$ cat src/rtl/bqs_pkg.sv
`timescale 1ns/1ps
package bqs_pkg;
   localparam int TILE_ROWS = 4;
   localparam int TILE_COLS = 16;
   localparam int WORD_W    = TILE_ROWS * TILE_COLS;
   localparam int SHRINK    = 4;
   localparam int OUT_PIX   = (TILE_ROWS / SHRINK) * (TILE_COLS / SHRINK);
endpackage

$ cat src/rtl/bqs_level.sv
`timescale 1ns/1ps
module bqs_level #(
   parameter int ROWS = 4,
   parameter int COLS = 16
) (
   input  logic [ROWS*COLS-1:0]         din,
   output logic [(ROWS/2)*(COLS/2)-1:0] dout
);
   localparam int OR_ = ROWS / 2;
   localparam int OC  = COLS / 2;

   if ((ROWS % 2) != 0 || (COLS % 2) != 0 || ROWS < 2) begin : g_bad_dims
      $error("bqs_level: ROWS and COLS must be even and nonzero");
   end

   for (genvar r = 0; r < OR_; r++) begin : g_row
      for (genvar c = 0; c < OC; c++) begin : g_col
         assign dout[r*OC + c] = din[(2*r)*COLS + 2*c]   | din[(2*r)*COLS + 2*c + 1]
                               | din[(2*r+1)*COLS + 2*c] | din[(2*r+1)*COLS + 2*c + 1];
      end
   end
endmodule

$ cat src/rtl/bqs_position.sv
`timescale 1ns/1ps
module bqs_position #(
   parameter int WPR   = 4,
   parameter int TROWS = 4
) (
   input  logic clk,
   input  logic rst_n,
   input  logic adv,
   output logic first_col,
   output logic last_word
);
   localparam int CW = (WPR   > 1) ? $clog2(WPR)   : 1;
   localparam int RW = (TROWS > 1) ? $clog2(TROWS) : 1;
   localparam logic [CW-1:0] COL_LAST = CW'(WPR - 1);
   localparam logic [RW-1:0] ROW_LAST = RW'(TROWS - 1);

   logic [CW-1:0] col_q;
   logic [RW-1:0] row_q;
   logic          col_end;

   assign col_end   = (col_q == COL_LAST);
   assign first_col = (col_q == '0);
   assign last_word = col_end && (row_q == ROW_LAST);

   always_ff @(posedge clk or negedge rst_n) begin
      if (!rst_n) begin
         col_q <= '0;
         row_q <= '0;
      end else if (adv) begin
         col_q <= col_end ? '0 : col_q + 1'b1;
         if (col_end) row_q <= (row_q == ROW_LAST) ? '0 : row_q + 1'b1;
      end
   end

   p_frame_wrap_r9: assert property (@(posedge clk) disable iff (!rst_n)
      adv && last_word |=> first_col && (row_q == '0));
   p_col_bound_r8: assert property (@(posedge clk) disable iff (!rst_n)
      col_q <= COL_LAST);
endmodule

$ cat src/rtl/bqs_stage.sv
`timescale 1ns/1ps
module bqs_stage #(
   parameter int W = 4
) (
   input  logic         clk,
   input  logic         rst_n,
   input  logic         in_valid,
   output logic         in_ready,
   input  logic [W-1:0] in_pix,
   input  logic         in_sor,
   input  logic         in_eof,
   output logic         out_valid,
   input  logic         out_ready,
   output logic [W-1:0] out_pix,
   output logic         out_sor,
   output logic         out_eof
);
   assign in_ready = !out_valid || out_ready;

   always_ff @(posedge clk or negedge rst_n) begin
      if (!rst_n) begin
         out_valid <= 1'b0;
         out_pix   <= '0;
         out_sor   <= 1'b0;
         out_eof   <= 1'b0;
      end else if (in_ready) begin
         out_valid <= in_valid;
         if (in_valid) begin
            out_pix <= in_pix;
            out_sor <= in_sor;
            out_eof <= in_eof;
         end
      end
   end

   p_stall_hold_r7: assert property (@(posedge clk) disable iff (!rst_n)
      out_valid && !out_ready |=> out_valid && $stable(out_pix) && $stable(out_sor) && $stable(out_eof));
endmodule

$ cat src/rtl/bin_quad_shrink.sv
`timescale 1ns/1ps
module bin_quad_shrink
   import bqs_pkg::*;
#(
   parameter int IMG_W = 64,
   parameter int IMG_H = 16
) (
   input  logic              clk,
   input  logic              rst_n,
   input  logic              in_valid,
   output logic              in_ready,
   input  logic [WORD_W-1:0] in_word,
   output logic              out_valid,
   input  logic              out_ready,
   output logic [OUT_PIX-1:0] out_pix,
   output logic              out_sor,
   output logic              out_eof
);
   localparam int WPR   = IMG_W / TILE_COLS;
   localparam int TROWS = IMG_H / TILE_ROWS;
   localparam int MID_W = (TILE_ROWS / 2) * (TILE_COLS / 2);

   if ((IMG_W % TILE_COLS) != 0 || IMG_W < TILE_COLS) begin : g_bad_w
      $error("bin_quad_shrink: IMG_W must be a nonzero multiple of 16");
   end
   if ((IMG_H % TILE_ROWS) != 0 || IMG_H < TILE_ROWS) begin : g_bad_h
      $error("bin_quad_shrink: IMG_H must be a nonzero multiple of 4");
   end

   logic [WORD_W-1:0]  fg;
   logic [MID_W-1:0]   half;
   logic [OUT_PIX-1:0] quarter;
   logic               take, first_col, last_word;

   assign fg   = ~in_word;
   assign take = in_valid && in_ready;

   bqs_level #(.ROWS(TILE_ROWS), .COLS(TILE_COLS)) u_lvl1 (
      .din (fg),
      .dout(half)
   );

   bqs_level #(.ROWS(TILE_ROWS/2), .COLS(TILE_COLS/2)) u_lvl2 (
      .din (half),
      .dout(quarter)
   );

   bqs_position #(.WPR(WPR), .TROWS(TROWS)) u_pos (
      .clk      (clk),
      .rst_n    (rst_n),
      .adv      (take),
      .first_col(first_col),
      .last_word(last_word)
   );

   bqs_stage #(.W(OUT_PIX)) u_stage (
      .clk      (clk),
      .rst_n    (rst_n),
      .in_valid (in_valid),
      .in_ready (in_ready),
      .in_pix   (quarter),
      .in_sor   (first_col),
      .in_eof   (last_word),
      .out_valid(out_valid),
      .out_ready(out_ready),
      .out_pix  (out_pix),
      .out_sor  (out_sor),
      .out_eof  (out_eof)
   );

   p_accept_shows_r6: assert property (@(posedge clk) disable iff (!rst_n)
      in_valid && in_ready |=> out_valid);
   p_paper_blank_r2: assert property (@(posedge clk) disable iff (!rst_n)
      in_valid && in_ready && (&in_word) |=> out_pix == '0);
   p_ink_full_r2: assert property (@(posedge clk) disable iff (!rst_n)
      in_valid && in_ready && (in_word == '0) |=> (&out_pix));
endmodule

$ cat config.mk
export PLATFORM = sky130hd
export DESIGN_NAME = bin_quad_shrink
export DESIGN_NICKNAME = d
export VERILOG_FILES = /design/src/rtl/bqs_pkg.sv /design/src/rtl/bqs_level.sv /design/src/rtl/bqs_position.sv /design/src/rtl/bqs_stage.sv /design/src/rtl/bin_quad_shrink.sv
export SDC_FILE = /design/constraint.sdc
export NUM_CORES = 1
export LEC_CHECK = 0
export BUFFER_PORTS_ARGS = -buffer_cell sky130_fd_sc_hd__buf_2
export CAP_MARGIN = 10
export CORE_MARGIN = 2
export CORE_UTILIZATION = 32
export CTS_CLUSTER_DIAMETER = 80
export DETAILED_ROUTE_END_ITERATION = 8
export MAX_ROUTING_LAYER = met4
export PLACE_DENSITY = 0.78
export SYNTH_ARGS = -nofsm -noshare
export SYNTH_HDL_FRONTEND = slang
export SYNTH_SLANG_ARGS = --single-unit
$ cat constraint.sdc
create_clock -name clk -period 1.5 [get_ports clk]
set_input_delay 0.15 -clock clk [delete_from_list [all_inputs] [get_ports clk]]
set_output_delay 0.15 -clock clk [all_outputs]
set_load 0.01 [all_outputs]
==> Word-level counts from Yosys, hierarchy flattened <==
Cells that the tools add are included.
{ "classes": {"n_mux": 2, "bitwise_logic": 61, "n_eq_ne": 2, "addsub": 2, "n_reduce_logical": 7} }
{ "ops": {"columns": ["cell", "count"], "rows": [
  ["inverter 64 bit", 1],
  ["bitwise OR 1 bit", 60],
  ["adder 2 x 1 -> 2 bit (second input constant)", 2],
  ["== test 2 bit (second input constant)", 2],
  ["2-to-1 mux 2 bit", 2],
  ["AND reduction 2 bit", 2],
  ["logical AND 1 bit", 2],
  ["logical NOT 2 bit", 1],
  ["logical NOT 1 bit", 1],
  ["logical OR 1 bit", 1]
]} }
{ "word_totals": {"output_inout_bits": 8, "in_bits": 68, "ff_bits": 11} }

==> Longest topological paths before layout <==
Gate-level depths: netlist of run 1.
{ "depth": {"ltp_word": 7, "depth_mapped": 5, "mapped_depth_nobuf": 4} }

==> By module <==
A second synthesis of run 1 with hierarchy kept.
{ "hier_totals": {"cells_unflattened": 119, "hier_area_um2": 898.4} }
{ "modules_own_cells": {"columns": ["module", "seq_area_each_um2", "n_inst", "cells_per_inst", "area_each_um2"], "rows": [
  ["bqs_stage", 175.2, 1, 16, 297.8],
  ["bin_quad_shrink", 0.0, 1, 65, 246.5],
  ["bqs_position", 100.1, 1, 18, 203.9],
  ["bqs_level at u_lvl1", 0.0, 1, 16, 120.1],
  ["bqs_level at u_lvl2", 0.0, 1, 4, 30.0]
]} }

==> Least setup slack after synthesis of run 1 <==
OpenSTA, ideal clock, no wires.
{ "synth_path": {"path_kind": "reg2reg", "from": "register u_stage.out_valid", "to": "register u_stage.out_sor", "n_path_buf": 2, "period_less_slack_ns": 1.282, "stages_incl_launch_ff": 6, "path_slack_ns": 0.218, "setup_time_ns": 0.125, "t_required_ns": 1.375, "t_arrival_ns": 1.157, "path_cell_list": "dfrtp_1 nand2b_4 buf_6 and2_4 buf_6 mux2_4"} }
{ "synth_via": {"elab_chain_cells": 3} }
{ "synth_lines": {"columns": ["item", "line", "text"], "rows": [
  ["from (decl)", "bqs_stage.sv:12", "output logic out_valid,"],
  ["from (signal assigned)", "bqs_stage.sv:27", "out_valid <= in_valid;"],
  ["logical NOT 1 bit", "bqs_stage.sv:18", "assign in_ready = !out_valid || out_ready;"],
  ["logical OR 1 bit", "bqs_stage.sv:18", null],
  ["named net in_ready", "bin_quad_shrink.sv:11", "output logic in_ready,"],
  ["AND reduction 2 bit (no line)", null, null],
  ["to (signal assigned)", "bqs_stage.sv:30", "out_sor <= in_sor;"],
  ["to (decl)", "bqs_stage.sv:15", "output logic out_sor,"]
]} }
The timed path passes the listed nets, and every way through them passes these cells.
A chain may end at the register's enable or synchronous reset.

==> Worst setup path in the final report of run 1 <==
{ "layout_path": {"from": "register u_pos.col_q[0]", "to": "register u_pos.row_q[0]"} }
{ "layout_via": {"elab_chain_cells": 2} }
{ "layout_lines": {"columns": ["item", "line", "text"], "rows": [
  ["from (decl)", "bqs_position.sv:17", "logic [CW-1:0] col_q;"],
  ["from (signal assigned)", "bqs_position.sv:30", "col_q <= col_end ? '0 : col_q + 1'b1;"],
  ["== test 2 bit", "bqs_position.sv:21", "assign col_end = (col_q == COL_LAST);"],
  ["AND reduction 2 bit (no line)", null, null],
  ["to (signal assigned)", "bqs_position.sv:31", "if (col_end) row_q <= (row_q == ROW_LAST) ? '0 : row_q + 1'b1;"],
  ["to (decl)", "bqs_position.sv:18", "logic [RW-1:0] row_q;"]
]} }
No other way between the ends.

==> flow_results.xml, run 1 <==
<?xml version="1.0" encoding="UTF-8"?>
<metrics>
  <group name="logic_synthesis">
    <metric name="synth.net_count" unit="">134</metric>
    <metric name="synthDominantCellAreaShare" unit="%">43.8</metric>
    <metric name="mappedNetlistArea" unit="sq um">628</metric>
    <metric name="post-synth-top-count-cell" unit="">sky130_fd_sc_hd__nand4_1</metric>
    <metric name="synth.yosys.seq_area_share" unit="%">43.8</metric>
    <metric name="warning_count_from_the_yosys_run" unit="">0</metric>
    <metric name="synth-edff-count" unit="">0</metric>
    <metric name="ys_top_cells_by_area" unit="">sky130_fd_sc_hd__dfrtp_1 44%, sky130_fd_sc_hd__nand4_1 16%, sky130_fd_sc_hd__a21oi_1 6.4%</metric>
    <metric name="synthArstFlopShare" unit="%">100</metric>
    <metric name="register_bit_total_from_synthesis" unit="">11</metric>
    <metric name="synth.top_cells.by_count" unit="">16 x sky130_fd_sc_hd__nand4_1, 11 x sky130_fd_sc_hd__dfrtp_1, 8 x sky130_fd_sc_hd__a21oi_1</metric>
    <metric name="netlist_instances" unit="">63</metric>
    <metric name="postSynth.topFlopCell" unit="">sky130_fd_sc_hd__dfrtp_1</metric>
    <metric name="synth.distinct_cells" unit="">18</metric>
    <metric name="synth_area_leader_cell" unit="">sky130_fd_sc_hd__dfrtp_1</metric>
    <metric name="syn_avg_cell_area" unit="sq um">9.97</metric>
  </group>
  <group name="power">
    <metric name="power.density_cell_area" unit="nW/um^2">880</metric>
    <metric name="worst_ir_drop_vdd" unit="mV">0.429</metric>
    <metric name="power_leakage" unit="nW">0.528</metric>
  </group>
  <group name="place">
    <metric name="placement.setup.worst_slack" unit="ps">332</metric>
    <metric name="gp_routability_congestion" unit="">0.725</metric>
    <metric name="portBuffers" unit="">75</metric>
    <metric name="dpl-instance-area" unit="sq um">1010</metric>
  </group>
  <group name="cells_and_area">
    <metric name="final_net_count" unit="">212</metric>
    <metric name="area_delta_synth_final" unit="%">66.7</metric>
    <metric name="n_antenna_cell" unit="">0</metric>
    <metric name="n_fill_cell" unit="">184</metric>
    <metric name="postLayoutCellArea" unit="sq um">1050</metric>
    <metric name="drive_above_1_share" unit="%">59.3</metric>
  </group>
  <group name="worst_setup_path">
    <metric name="regToRegSetupSlack" unit="ps">310</metric>
    <metric name="worstPathRequired" unit="ps">1650</metric>
    <metric name="worst_setup_path_start_kind" unit="">flop</metric>
    <metric name="cp_class" unit="">flop to flop</metric>
    <metric name="crit_path_max_fanout" unit="">3</metric>
    <metric name="end_kind" unit="">flop</metric>
    <metric name="worst_ep_arrival_time" unit="ps">1340</metric>
  </group>
  <group name="sta">
    <metric name="slew_at_the_pin_closest_to_its_max_slew_limit" unit="ps">337</metric>
    <metric name="finalSetupViolations" unit="">0</metric>
    <metric name="maxClockFrequency" unit="MHz">843</metric>
    <metric name="maxSlewHeadroom" unit="%">77.3</metric>
    <metric name="slew_viol_final" unit="">0</metric>
    <metric name="timing_hold_violations_final" unit="">0</metric>
    <metric name="postLayoutSetupSlackWorst" unit="ps">314</metric>
    <metric name="period_needed" unit="ps">1190</metric>
    <metric name="unrepaired_setup_endpoints_after_global_routing" unit="">false</metric>
    <metric name="final_worst_path_period_share" unit="%">79.1</metric>
    <metric name="finalSetupTns" unit="ps">0</metric>
    <metric name="final.setup_skew" unit="ps">5.57</metric>
  </group>
  <group name="clocking">
    <metric name="tritoncts" unit="">yes</metric>
    <metric name="ctsHtreeMaxLevel" unit="">1</metric>
    <metric name="cts_root_buf" unit="">sky130_fd_sc_hd__clkbuf_4</metric>
    <metric name="clk_transition_reported_paths" unit="ps">70</metric>
    <metric name="post_cts_buffers" unit="">0</metric>
    <metric name="worstSkewPairLatency" unit="ps">270</metric>
    <metric name="clockBufferDepth" unit="">2</metric>
    <metric name="tritoncts_num_sinks" unit="">11</metric>
    <metric name="cts.repair.resized" unit="">0</metric>
    <metric name="hold_buffers" unit="">1</metric>
    <metric name="cts_buffer_count" unit="">3</metric>
  </group>
  <group name="die">
    <metric name="rows" unit="">16</metric>
    <metric name="floorplan.die.height" unit="microns">48.3</metric>
    <metric name="die-width" unit="microns">48.3</metric>
    <metric name="initial_utilization" unit="%">33.0</metric>
    <metric name="core" unit="sq um">1900</metric>
    <metric name="design.portCount" unit="">76</metric>
    <metric name="dieArea" unit="sq um">2330</metric>
  </group>
  <group name="global_routing">
    <metric name="grt_antenna_before_repair" unit="">0</metric>
    <metric name="grt_max_degree" unit="">12</metric>
    <metric name="global_route.usage.total" unit="%">17.1</metric>
    <metric name="grt_pass1_wl" unit="mm">3.09</metric>
    <metric name="grt_pass1_vias" unit="">818</metric>
    <metric name="globalRoute.totalOverflow" unit="">0</metric>
  </group>
  <group name="routing">
    <metric name="drtAntennaViolNets" unit="">0</metric>
    <metric name="vias_per_cell" unit="">4.86</metric>
    <metric name="wl_per_instance" unit="microns">11.3</metric>
    <metric name="remaining_drc_errors" unit="">0</metric>
    <metric name="wirelength" unit="mm">1.88</metric>
    <metric name="drt-initial-drc-count" unit="">9</metric>
    <metric name="detail_route.first_pass.iterations" unit="">2</metric>
    <metric name="via_count" unit="">811</metric>
  </group>
  <group name="min_path">
    <metric name="min-delay-path-class" unit="">input port to flop</metric>
  </group>
  <group name="run">
    <metric name="maxCapViolations" unit="">0</metric>
  </group>
  <group name="outcome">
    <metric name="status" unit="">completed</metric>
  </group>
</metrics>
-- cell families after synthesis --
| kind of cell | share of synthesized area [%] |
|---|---|
| AOI/OAI and AO/OA | 7.97 |
| adders and majority gates | 5.98 |
| buffers and inverters | 5.98 |
| DFF | 43.8 |
| muxes | 7.57 |
| and+or+nand+nor | 28.7 |
-- routing by layer --
| metal | up-vias | share of wire [%] | global-route usage, % |
|---|---|---|---|
| met5 | - | 0 | - |
| met4 | 0 | 1.8 | 9.05 |
| met3 | 5 | 9.7 | 5.25 |
| met2 | 44 | 53 | 31.3 |
| met1 | 365 | 35 | 15.9 |
| li1 | 397 | - | - |
-- layout by cell type, fill, tap and decap left out --
cell | synthesis | routed
sky130_fd_sc_hd__inv_1 | 3 | 3
sky130_fd_sc_hd__a21oi_1 | 8 | 8
sky130_fd_sc_hd__nor4_1 | 4 | 4
sky130_fd_sc_hd__mux2i_1 | 1 | 1
sky130_fd_sc_hd__clkbuf_1 | 1 | 1
sky130_fd_sc_hd__nand2b_1 | 1 | 1
sky130_fd_sc_hd__buf_2 | 0 | 75
sky130_fd_sc_hd__nor2_1 | 2 | 2
sky130_fd_sc_hd__dlygate4sd3_1 | 0 | 1
sky130_fd_sc_hd__dfrtp_1 | 11 | 11
sky130_fd_sc_hd__and2_4 | 1 | 1
sky130_fd_sc_hd__mux2_4 | 1 | 1
sky130_fd_sc_hd__o21ai_0 | 2 | 2
sky130_fd_sc_hd__nand2b_4 | 1 | 1
sky130_fd_sc_hd__clkbuf_4 | 0 | 3
sky130_fd_sc_hd__mux2_2 | 2 | 2
sky130_fd_sc_hd__nand4_1 | 16 | 16
sky130_fd_sc_hd__nand3_1 | 3 | 3
sky130_fd_sc_hd__ha_1 | 3 | 3
sky130_fd_sc_hd__nand2_1 | 1 | 1
-- worst max-delay path: stages, from the launching register on --
cell,delay (ps)
sky130_fd_sc_hd__dfrtp_1,400
sky130_fd_sc_hd__ha_1,230
sky130_fd_sc_hd__nand3_1,110
sky130_fd_sc_hd__mux2_2,340
-- per-stage QoR --
step / util, % / hold WS (ps) / power, mW / instances
after floorplan: - / -146 / 0.581 / 63
after global placement: 53.2 / 25.3 / 0.697 / 162
after global routing: 55.1 / 224 / 0.995 / 167
final: 55.1 / 202 / 0.921 / 167
after CTS: 55.1 / 193 / 0.936 / 167
after detailed placement: 53.2 / 32.3 / 0.728 / 162
-- final timing paths --
path / from / to / depth (start not counted)
worst max-delay path: u_pos.col_q[0]$_DFFE_PN0P_ / u_pos.row_q[0]$_DFFE_PN0P_ / 3
worst min-delay path: in_valid / u_stage.out_valid$_DFFE_PN0N_ / 2
worst max register to register: u_pos.col_q[0]$_DFFE_PN0P_ / u_pos.row_q[0]$_DFFE_PN0P_ / 3
worst min register to register: u_stage.out_eof$_DFFE_PN0P_ / u_stage.out_eof$_DFFE_PN0P_ / 2
max in group asynchronous: rst_n / u_pos.row_q[0]$_DFFE_PN0P_ / 2
min in group asynchronous: rst_n / u_stage.out_valid$_DFFE_PN0N_ / 2
-- sequential cells by signal (all words and copies together), names as in the netlist --
| register | count |
|---|---|
| u_stage.out_pix | 4 |
| u_pos.col_q | 2 |
| u_pos.row_q | 2 |
| u_stage.out_eof | 1 |
| u_stage.out_sor | 1 |
| u_stage.out_valid | 1 |
-- cell type report --
cell class | instances | area, sq um | share of cell area (%)
Timing Repair Buffer | 76 | 385 | 36.8
Multi-Input combinational cell | 46 | 315 | 30.1
Sequential cell | 11 | 275 | 26.3
Tap cell | 27 | 33.8 | 3.23
Clock buffer | 4 | 26.3 | 2.51
Inverter | 3 | 11.3 | 1.08
-- power breakdown --
part | leakage [nW] | internal [mW] | switching, mW
clock | 0.0150 | 0.103 | 0.0976
combinational | 0.392 | 0.178 | 0.136
sequential | 0.121 | 0.365 | 0.0422
(Power assumes the default switching activity.)
==> inputs of run 2 (changes only) <==
Settings changed: CORE_UTILIZATION 32 to 29, PLACE_DENSITY 0.78 to 0.74.
Clock period 1.5 ns to 1 ns, I/O delays scaled along.
==> flow_results.xml, run 2 (synthesis gave the netlist of run 1 again) <==
<?xml version="1.0" encoding="UTF-8"?>
<metrics>
  <group name="global_routing">
    <metric name="global_route.usage.total" unit="%">15.5</metric>
    <metric name="grt_pass1_wl" unit="mm">2.97</metric>
    <metric name="grt_max_degree" unit="">12</metric>
    <metric name="globalRoute.totalOverflow" unit="">0</metric>
    <metric name="grt_pass1_vias" unit="">754</metric>
    <metric name="grt_antenna_before_repair" unit="">0</metric>
  </group>
  <group name="cells_and_area">
    <metric name="biggestRegsByFlops" unit="">u_stage.out_pix x4, u_pos.col_q x2, u_pos.row_q x2</metric>
    <metric name="n_antenna_cell" unit="">0</metric>
    <metric name="registers.top_by_ff_count" unit="">u_stage.out_pix</metric>
    <metric name="final_net_count" unit="">222</metric>
    <metric name="drive_above_1_share" unit="%">68.7</metric>
    <metric name="n_fill_cell" unit="">180</metric>
    <metric name="fin_util" unit="%">59.8</metric>
    <metric name="mostFrequentLayoutCell" unit="">sky130_fd_sc_hd__buf_2</metric>
    <metric name="mostFrequentLayoutCells" unit="">74 x sky130_fd_sc_hd__buf_2, 16 x sky130_fd_sc_hd__nand4_1, 11 x sky130_fd_sc_hd__dfrtp_1</metric>
    <metric name="area_delta_synth_final" unit="%">90.4</metric>
    <metric name="postLayoutCellArea" unit="sq um">1200</metric>
    <metric name="max_ffs_per_register" unit="">4</metric>
  </group>
  <group name="die">
    <metric name="die-width" unit="microns">50.5</metric>
    <metric name="initial_utilization" unit="%">31.4</metric>
    <metric name="floorplan.die.height" unit="microns">50.5</metric>
    <metric name="dieArea" unit="sq um">2550</metric>
    <metric name="core" unit="sq um">2000</metric>
    <metric name="design.portCount" unit="">76</metric>
    <metric name="rows" unit="">16</metric>
  </group>
  <group name="power">
    <metric name="power_leakage" unit="nW">0.596</metric>
    <metric name="relative_contribution_of_the_clock_network_to_total_power" unit="%">18.7</metric>
    <metric name="p_int" unit="mW">1.13</metric>
    <metric name="p_sw" unit="mW">0.505</metric>
    <metric name="power.density_cell_area" unit="nW/um^2">1370</metric>
    <metric name="worst_ir_drop_vdd" unit="mV">0.930</metric>
    <metric name="switching_share" unit="%">30.8</metric>
    <metric name="share_seq_of_total_power" unit="%">37.6</metric>
    <metric name="power.share.combinational" unit="%">43.8</metric>
  </group>
  <group name="min_path">
    <metric name="min_to" unit="">u_pos.col_q[1]$_DFFE_PN0P_</metric>
    <metric name="worst_hold_startpoint" unit="">in_valid</metric>
    <metric name="min-delay-path-class" unit="">input port to flop</metric>
    <metric name="min_path_cells" unit="">3</metric>
  </group>
  <group name="place">
    <metric name="dpl-instance-area" unit="sq um">1070</metric>
    <metric name="dp_hpwl" unit="mm">1.70</metric>
    <metric name="placement.setup.worst_slack" unit="ps">-140</metric>
    <metric name="gp_routability_congestion" unit="">0.739</metric>
    <metric name="portBuffers" unit="">75</metric>
  </group>
  <group name="sta">
    <metric name="slew_at_the_pin_closest_to_its_max_slew_limit" unit="ps">327</metric>
    <metric name="period_needed" unit="ps">1110</metric>
    <metric name="timing_hold_violations_final" unit="">0</metric>
    <metric name="finalSetupViolations" unit="">9</metric>
    <metric name="slew_viol_final" unit="">0</metric>
    <metric name="postLayoutSetupSlackWorst" unit="ps">-109</metric>
    <metric name="maxSlewHeadroom" unit="%">78.0</metric>
    <metric name="final.setup_skew" unit="ps">2.78</metric>
    <metric name="maxClockFrequency" unit="MHz">902</metric>
    <metric name="finalSetupTns" unit="ps">-507</metric>
    <metric name="final_worst_path_period_share" unit="%">111</metric>
    <metric name="unrepaired_setup_endpoints_after_global_routing" unit="">true</metric>
  </group>
  <group name="outcome">
    <metric name="failing_checks" unit="">negative setup slack</metric>
    <metric name="status" unit="">finished, violations left</metric>
  </group>
  <group name="clocking">
    <metric name="clk_transition_reported_paths" unit="ps">70</metric>
    <metric name="worstSkewPairLatency" unit="ps">270</metric>
    <metric name="ctsHtreeMaxLevel" unit="">1</metric>
    <metric name="cts_buffer_count" unit="">3</metric>
    <metric name="cts_root_buf" unit="">sky130_fd_sc_hd__clkbuf_4</metric>
    <metric name="clockBufferDepth" unit="">2</metric>
    <metric name="tritoncts" unit="">yes</metric>
    <metric name="tritoncts_num_sinks" unit="">11</metric>
  </group>
  <group name="routing">
    <metric name="drt-initial-drc-count" unit="">9</metric>
    <metric name="vias_per_cell" unit="">4.68</metric>
    <metric name="wirelength" unit="mm">2.05</metric>
    <metric name="remaining_drc_errors" unit="">0</metric>
    <metric name="detail_route.first_pass.iterations" unit="">4</metric>
    <metric name="wl_per_instance" unit="microns">11.6</metric>
    <metric name="drtAntennaViolNets" unit="">0</metric>
    <metric name="via_count" unit="">828</metric>
  </group>
  <group name="worst_setup_path">
    <metric name="worst_setup_path_start_kind" unit="">flop</metric>
    <metric name="regToRegSetupSlack" unit="ps">-110</metric>
    <metric name="reg2reg_from" unit="">u_pos.col_q[1]$_DFFE_PN0P_</metric>
    <metric name="endpoint_of_the_worst_slack_reg_to_reg_timing_path" unit="">u_pos.row_q[0]$_DFFE_PN0P_</metric>
    <metric name="crit_path_max_fanout" unit="">2</metric>
    <metric name="worstPathRequired" unit="ps">1160</metric>
    <metric name="reg2regPathDepth" unit="">3</metric>
    <metric name="cp_class" unit="">flop to flop</metric>
    <metric name="end_kind" unit="">flop</metric>
    <metric name="worst_ep_arrival_time" unit="ps">1270</metric>
  </group>
  <group name="run">
    <metric name="maxCapViolations" unit="">0</metric>
  </group>
</metrics>
[run 2: power by group through the flow]
stage	combinational [mW]	sequential [mW]	clock (mW)
floorplan	0.252	0.620	0
global placement	0.528	0.609	0
detailed placement	0.558	0.623	0
CTS	0.607	0.615	0.313
global route	0.792	0.627	0.333
finish	0.717	0.616	0.306
[run 2: repair_timing]
item / CTS / global route
hold buffers: 1 / 0
endpoints found under the hold margin: 11 / 0
setup buffers: 1 / 1
pin swaps: 4 / 3
gates resized for setup: 14 / 8
setup endpoints to repair: 8 / 10
[run 2: cell type report]
cell class	count	area (sq um)	area share, %
Sequential cell	11	275	23.0
Multi-Input combinational cell	46	364	30.4
Tap cell	27	33.8	2.82
Timing Repair Buffer	86	485	40.6
Clock buffer	4	26.3	2.20
Inverter	3	11.3	0.941
[run 2: how the worst max path moves through the flow]
stage / from / to / slack (ps)
after floorplan: u_stage.out_valid$_DFFE_PN0N_ / u_stage.out_sor$_DFFE_PN0P_ / -280
after global placement: u_pos.col_q[0]$_DFFE_PN0P_ / u_pos.row_q[1]$_DFFE_PN0P_ / -110
after detailed placement: u_pos.col_q[1]$_DFFE_PN0P_ / u_pos.row_q[0]$_DFFE_PN0P_ / -140
after CTS: u_pos.col_q[1]$_DFFE_PN0P_ / u_pos.row_q[0]$_DFFE_PN0P_ / -100
after global routing: u_pos.col_q[1]$_DFFE_PN0P_ / u_pos.row_q[0]$_DFFE_PN0P_ / -120
final: u_pos.col_q[1]$_DFFE_PN0P_ / u_pos.row_q[0]$_DFFE_PN0P_ / -110
[run 2: routing by layer]
| metal | track usage [%] | wire length, microns | share of wire, % |
|---|---|---|---|
| met1 | 15.5 | 730 | 36 |
| met2 | 30.3 | 1110 | 54 |
| met3 | 2.38 | 189 | 9.2 |
| met4 | 5.41 | 16 | 0.78 |
| met5 | - | 0 | 0 |
[run 2: stage by stage]
step | hold WS (ps) | cells | power [mW]
2_1_floorplan | -196 | 63 | 0.872
3_5_place_dp | -17.2 | 170 | 1.18
5_1_grt | 151 | 177 | 1.75
6_report | 127 | 177 | 1.64
4_1_cts | 130 | 176 | 1.54
3_3_place_gp | -23.4 | 170 | 1.14
[run 2: worst max-delay path: stages (launching register included)]
cell and delay, ps:
sky130_fd_sc_hd__dfrtp_1 400, sky130_fd_sc_hd__ha_2 210, sky130_fd_sc_hd__nand3_2 90, sky130_fd_sc_hd__mux2_4 300
